<file path="src/rtl/pcu_sync64_pkg.sv">
package pcu_sync64_pkg;

    // frame geometry
    localparam int SYNC_ZEROS   = 64;
    localparam int CTRL_BITS    = 8;
    localparam int DATA_A_BITS  = 54;
    localparam int DATA_B_BITS  = 63;
    localparam int DATA_C_BITS  = 1071;
    localparam int TA_BITS      = 16;
    localparam int SEQ_BITS     = 8;
    localparam int FTYPE_BITS   = 5;
    localparam int TAV_BITS     = 2;
    localparam int OCTET_BITS   = 8;

    // derived bit positions (0 = first bit on the line)
    localparam int CTRL_POS     = SYNC_ZEROS + 1;
    localparam int PAR_POS      = CTRL_POS + CTRL_BITS;
    localparam int DATA_POS     = PAR_POS + 1;
    localparam int MARK1_POS    = DATA_POS + DATA_A_BITS;
    localparam int MARK2_POS    = MARK1_POS + 1 + DATA_B_BITS;
    localparam int TA_POS       = MARK2_POS + 1 + DATA_C_BITS;
    localparam int FRAME_BITS   = TA_POS + TA_BITS;
    localparam int FRAME_OCTETS = FRAME_BITS / OCTET_BITS;
    localparam int IDX_W        = $clog2(FRAME_OCTETS);
    localparam int CTRL_IW      = $clog2(CTRL_BITS);
    localparam int SEQ_IW       = $clog2(SEQ_BITS);

    typedef enum logic [TAV_BITS-1:0] {
        TAV_HOLD    = 2'b00,
        TAV_DELAY   = 2'b01,
        TAV_ADVANCE = 2'b10,
        TAV_RSVD    = 2'b11
    } tav_e;

    // C1 is the MSB of this struct
    typedef struct packed {
        logic [FTYPE_BITS-1:0] ftype;
        tav_e                  tav;
        logic                  ufe;
    } ctrl_t;

    // value of one line bit of the frame
    function automatic logic frame_bit(input int pos, input ctrl_t c,
                                       input logic par,
                                       input logic [SEQ_BITS-1:0] seq);
        logic [CTRL_BITS-1:0] cv;
        logic                 b;
        cv = c;
        b  = 1'b1;
        if (pos < SYNC_ZEROS) begin
            b = 1'b0;
        end else if (pos < CTRL_POS) begin
            b = 1'b1;
        end else if (pos < PAR_POS) begin
            b = cv[CTRL_IW'(CTRL_BITS - 1 - (pos - CTRL_POS))];
        end else if (pos == PAR_POS) begin
            b = par;
        end else if (pos < DATA_POS + SEQ_BITS) begin
            b = seq[SEQ_IW'(SEQ_BITS - 1 - (pos - DATA_POS))];
        end else if (pos == MARK1_POS || pos == MARK2_POS) begin
            b = 1'b1;
        end else if (pos >= TA_POS) begin
            b = 1'b1;
        end
        return b;
    endfunction

endpackage

</file>
<file path="src/rtl/pcu_sync64_ctrl.sv">
module pcu_sync64_ctrl
    import pcu_sync64_pkg::*;
#(
    parameter logic [FTYPE_BITS-1:0] FRAME_TYPE = 5'b10110
) (
    input  logic                clk_i,
    input  logic                rst_ni,
    input  logic                start_i,
    input  logic [TAV_BITS-1:0] tav_i,
    input  logic                ufe_i,
    input  logic                boundary_i,
    output logic                pend_o,
    output ctrl_t               ctrl_o,
    output logic                par_o
);

    typedef struct packed {
        logic pend;
        tav_e ptav;
        logic pufe;
        tav_e atav;
        logic aufe;
    } cst_t;

    cst_t st_d, st_q;

    always_comb begin
        st_d = st_q;
        if (boundary_i && st_q.pend) begin
            st_d.atav = st_q.ptav;
            st_d.aufe = st_q.pufe;
            st_d.pend = 1'b0;
        end
        if (start_i) begin
            st_d.pend = 1'b1;
            st_d.ptav = tav_e'(tav_i);
            st_d.pufe = ufe_i;
        end
    end

    always_ff @(posedge clk_i) begin
        if (!rst_ni) begin
            st_q <= '{pend: 1'b0, ptav: TAV_HOLD, pufe: 1'b1,
                      atav: TAV_HOLD, aufe: 1'b1};
        end else begin
            st_q <= st_d;
        end
    end

    assign pend_o = st_q.pend;
    assign ctrl_o = '{ftype: FRAME_TYPE, tav: st_q.atav, ufe: st_q.aufe};
    assign par_o  = ~(^ctrl_o);

endmodule

</file>
<file path="src/rtl/pcu_sync64_seq.sv">
module pcu_sync64_seq
    import pcu_sync64_pkg::*;
(
    input  logic                clk_i,
    input  logic                rst_ni,
    input  logic                boundary_i,
    output logic [SEQ_BITS-1:0] seq_o
);

    typedef struct packed {
        logic [SEQ_BITS-1:0] next;
        logic [SEQ_BITS-1:0] cur;
    } sst_t;

    sst_t st_d, st_q;

    always_comb begin
        st_d = st_q;
        if (boundary_i) begin
            st_d.cur  = st_q.next;
            st_d.next = st_q.next + 1'b1;
        end
    end

    always_ff @(posedge clk_i) begin
        if (!rst_ni) begin
            st_q <= '0;
        end else begin
            st_q <= st_d;
        end
    end

    assign seq_o = st_q.cur;

endmodule

</file>
<file path="src/rtl/pcu_sync64_octet.sv">
module pcu_sync64_octet
    import pcu_sync64_pkg::*;
(
    input  logic [IDX_W-1:0]      idx_i,
    input  ctrl_t                 ctrl_i,
    input  logic                  par_i,
    input  logic [SEQ_BITS-1:0]   seq_i,
    output logic [OCTET_BITS-1:0] octet_o
);

    for (genvar g = 0; g < OCTET_BITS; g++) begin : g_bit
        always_comb begin
            octet_o[OCTET_BITS-1-g] =
                frame_bit(int'(idx_i) * OCTET_BITS + g, ctrl_i, par_i, seq_i);
        end
    end

endmodule

</file>
<file path="src/rtl/pcu_sync64_tx.sv">
module pcu_sync64_tx
    import pcu_sync64_pkg::*;
#(
    parameter logic [FTYPE_BITS-1:0] FRAME_TYPE = 5'b10110
) (
    input  logic                  clk_i,
    input  logic                  rst_ni,
    input  logic                  tick_i,
    input  logic                  start_i,
    input  logic [TAV_BITS-1:0]   tav_i,
    input  logic                  ufe_i,
    output logic [OCTET_BITS-1:0] octet_o,
    output logic                  sof_o
);

    localparam logic [IDX_W-1:0]      LAST_IDX   = IDX_W'(FRAME_OCTETS - 1);
    localparam logic [OCTET_BITS-1:0] IDLE_OCTET = '1;

    typedef struct packed {
        logic                  run;
        logic [IDX_W-1:0]      idx;
        logic [OCTET_BITS-1:0] octet;
        logic                  sof;
    } tst_t;

    tst_t st_d, st_q;

    logic                  run_q;
    logic                  boundary;
    logic                  pend;
    ctrl_t                 ctrl_act;
    logic                  ctrl_par;
    logic [SEQ_BITS-1:0]   frame_seq;
    logic [OCTET_BITS-1:0] comp_octet;

    assign run_q = st_q.run;

    pcu_sync64_ctrl #(
        .FRAME_TYPE (FRAME_TYPE)
    ) u_ctrl (
        .clk_i      (clk_i),
        .rst_ni     (rst_ni),
        .start_i    (start_i),
        .tav_i      (tav_i),
        .ufe_i      (ufe_i),
        .boundary_i (boundary),
        .pend_o     (pend),
        .ctrl_o     (ctrl_act),
        .par_o      (ctrl_par)
    );

    pcu_sync64_seq u_seq (
        .clk_i      (clk_i),
        .rst_ni     (rst_ni),
        .boundary_i (boundary),
        .seq_o      (frame_seq)
    );

    pcu_sync64_octet u_octet (
        .idx_i   (st_q.idx),
        .ctrl_i  (ctrl_act),
        .par_i   (ctrl_par),
        .seq_i   (frame_seq),
        .octet_o (comp_octet)
    );

    always_comb begin
        st_d     = st_q;
        st_d.sof = 1'b0;
        boundary = 1'b0;
        if (tick_i) begin
            if (st_q.idx == '0) begin
                if (run_q || pend) begin
                    boundary   = 1'b1;
                    st_d.run   = 1'b1;
                    st_d.sof   = 1'b1;
                    st_d.octet = comp_octet;
                    st_d.idx   = IDX_W'(1);
                end else begin
                    st_d.octet = IDLE_OCTET;
                end
            end else begin
                st_d.octet = comp_octet;
                st_d.idx   = (st_q.idx == LAST_IDX) ? '0 : st_q.idx + 1'b1;
            end
        end
    end

    always_ff @(posedge clk_i) begin
        if (!rst_ni) begin
            st_q <= '{run: 1'b0, idx: '0, octet: IDLE_OCTET, sof: 1'b0};
        end else begin
            st_q <= st_d;
        end
    end

    assign octet_o = st_q.octet;
    assign sof_o   = st_q.sof;

endmodule

</file>
<file path="config.mk">
export PLATFORM = sky130hd
export DESIGN_NAME = pcu_sync64_tx
export DESIGN_NICKNAME = d
export VERILOG_FILES = /design/src/rtl/pcu_sync64_pkg.sv /design/src/rtl/pcu_sync64_ctrl.sv /design/src/rtl/pcu_sync64_seq.sv /design/src/rtl/pcu_sync64_octet.sv /design/src/rtl/pcu_sync64_tx.sv
export SDC_FILE = /design/constraint.sdc
export NUM_CORES = 1
export LEC_CHECK = 0
export BUFFER_PORTS_ARGS = -buffer_cell sky130_fd_sc_hd__buf_2
export CORE_MARGIN = 2
export CORE_UTILIZATION = 35
export CTS_CLUSTER_SIZE = 16
export DETAILED_ROUTE_END_ITERATION = 6
export MAX_ROUTING_LAYER = met4
export SKIP_LAST_GASP = 1
export SLEW_MARGIN = 20
export SYNTH_ARGS = -nofsm -noshare
export SYNTH_HDL_FRONTEND = slang
export SYNTH_SLANG_ARGS = --single-unit
</file>
<file path="constraint.sdc">
create_clock -name clk_i -period 4.2 [get_ports clk_i]
set_input_delay 0.21 -clock clk_i [delete_from_list [all_inputs] [get_ports clk_i]]
set_output_delay 0.21 -clock clk_i [all_outputs]
set_load 0.02 [all_outputs]
</file>
==> out/results.ini <==
[clock_network]
root_buffer = clkbuf_8
post_cts_resized = 0
clockBufferDepth = 2
cts_setup_buffers = 0
cts_hold_buf = 0
cts_buffers = 5
cts_tree = done
clock-sinks = 41
insertion_delay_ns = 0.30
path_clk_slew_ns = 0.08
cts_max_level = 2

[sta]
finalClockSkew_ns = 0.00708
hold_viol = 0
grt_setup_unrepaired = no
drv_slew = 0
period_needed_ns = 2.38
finalSetupViolations = 0
setup_tns_ns = 0
whs_ns = 0.132
fmax_ghz = 0.421
min_period_over_period_pct = 56.6
relSlewSlack_pct = 38.3
tightest_slew_ns = 0.925

[yosys]
ys_ff_latch = 41
syn_nets = 234
yosys.area.top_type = dfxtp_1
yosysSeqAreaShare_pct = 41.9
avgSynthCellArea_um2 = 8.81
syn_inst = 222
yosys_warnings = 0
synth_area_um2 = 1960
netlist-cell-type-count = 39
synth.top_cell.area_share_pct = 41.9
synthTopCellsByArea = dfxtp_1 42%, mux2i_1 9.7%, nor2_1 7.1%

[floorplan]
die_w_um = 78.8
start_util_pct = 36.0
dieHeight_um = 78.8
coreArea_um2 = 5440
row_count = 27
pin_count = 16
dieArea_um2 = 6210

[drt]
vias = 1504
drc = 0
antenna_left = 0
wl_mm = 3.87
wire_per_inst_um = 13.0
drt_pass1_iterations = 4
vias_per_cell = 5.05
drt-initial-drc-count = 63

[power_and_ir_drop]
static-leakage-power_nw = 0.874
power_mw = 0.844
peakVddDrop_uv = 230
power.density_nw_per_um2 = 394

[worst_setup_path]
required_ns = 4.35
start_kind = register
endpoint_kind = register
crit_fanout = 15
cp.arrival_ns = 2.52
crit_type = register to register
cp_slowest_cell = nand3_1
path_cells = inv_1 -> ha_1 -> nor3b_1 -> nand3_1 -> mux2i_1 -> nor2_1
slowest_delay_ns = 0.60

[run_status]
status = completed

[final_layout]
num-nets-final = 237
layout-drive-gt1-share_pct = 12.8
diodes = 0
final_cells = 298
synthToLayoutAreaGrowth_pct = 9.33

[global_routing]
grt_max_degree = 31
grt_usage_pct = 14.2
grt_pass1_wl_mm = 6.67
grt_pass1_vias = 1367
gr-total-overflow = 0
antenna_found_initial = 0

[run]
max_cap_violations = 0

[place]
dp_cells = 290
io_buffers = 15
hpwl_mm = 2.73
place_congestion = 0.836

[min_path]
hold_class = input port to register

## synthesized netlist by cell type
cell	n
dfxtp_1	41
nor2_1	37
mux2i_1	19
nand2_1	16
a21oi_1	13
nand3_1	11
o21ai_1	11
buf_4	8
clkbuf_1	8
nand4_1	6
ha_1	5
inv_1	4
xor2_1	4
and3_1	3
nand3b_1	3
nor3_1	3
buf_1	2
nand2b_1	2
nor3b_1	2
nor4_4	2
o21ai_0	2
or3_1	2
xnor2_1	2
a2111oi_0	1
a211oi_1	1
a21boi_0	1
a21boi_1	1
a31oi_1	1
a32oi_1	1
a41oi_1	1
buf_2	1
nor3_4	1
nor4_1	1
o21a_1	1
o22ai_1	1
o311ai_2	1
or3b_4	1
or4_4	1
xnor3_1	1
## through the flow
stage / util (%) / setup WS [ns] / cell area, um2
floorplan: - / 2.23 / 1960
global placement: 37.1 / 1.94 / 2020
detailed placement: 37.1 / 1.83 / 2020
CTS: 39.3 / 1.82 / 2140
global route: 39.3 / 1.48 / 2140
finish: 39.3 / 1.82 / 2140
## state kept, by name (all words and copies together), names as in the netlist
name and flops:
u_ctrl.pend_o 1, run_q 1, u_seq.seq_o 8, st_q 8, u_ctrl.ctrl_o 3, u_seq.st_q 8, u_ctrl.st_q 3, octet_o 8
sof_o 1
## path summary, 6_finish.rpt
check / startpoint / to / slack (ns) / cells after the start
min: ufe_i / u_ctrl.st_q[3] / 0.13 / 3
max: st_q[9] / u_seq.seq_o[5] / 1.82 / 6
max reg2reg: st_q[9] / u_seq.seq_o[5] / 1.82 / 6
min reg2reg: u_seq.st_q[15] / u_seq.st_q[15] / 0.48 / 2
## per-layer routing
metal	routed length, um	global-route usage (%)	up-vias
met4	44	5.44	0
li1	-	-	773
met1	2040	19.9	704
met3	147	3.52	5
met5	0	-	-
met2	1630	19.7	22
## area by class of cell
type | instances | area (um2)
clock inverter | 2 | 37.5
fill | 543 | 3300
clock buffer | 6 | 82.6
sequential | 41 | 821
tap | 72 | 90.1
multi-input combinational | 158 | 1020
timing repair buffer | 15 | 75.1
inverter | 4 | 15.0
## cell families after synthesis
| logic type | after synthesis | synth area share [%] |
|---|---|---|
| compound gates | 36 | 11.0 |
| flops | 41 | 41.9 |
| fa+ha+maj | 5 | 3.20 |
| buf+inv | 23 | 6.01 |
| xor+xnor | 7 | 3.84 |
| simple gates | 91 | 24.3 |
| mux | 19 | 9.72 |
## cells in the final DEF (no fill, tap or decap), types with 4 or more instances in the layout
master	n
dfxtp_1	41
nor2_1	37
mux2i_1	19
nand2_1	16
buf_2	15
a21oi_1	13
nand3_1	11
o21ai_1	11
nand4_1	6
clkbuf_8	6
ha_1	5
inv_1	4
xor2_1	4
## power by group
group | internal, mW | switching (mW)
sequential | 0.403 | 0.0143
clock | 0.193 | 0.142
combinational | 0.0359 | 0.0558
## critical path: cells and delay by family (launching register included)
kind,cells,cell delay (ns)
buffers and inverters,1,0.17
adders and majority gates,1,0.17
muxes,1,0.31
DFF,1,0.47
and+or+nand+nor,3,1.10
Note: power is estimated with default switching activity, not from simulation.
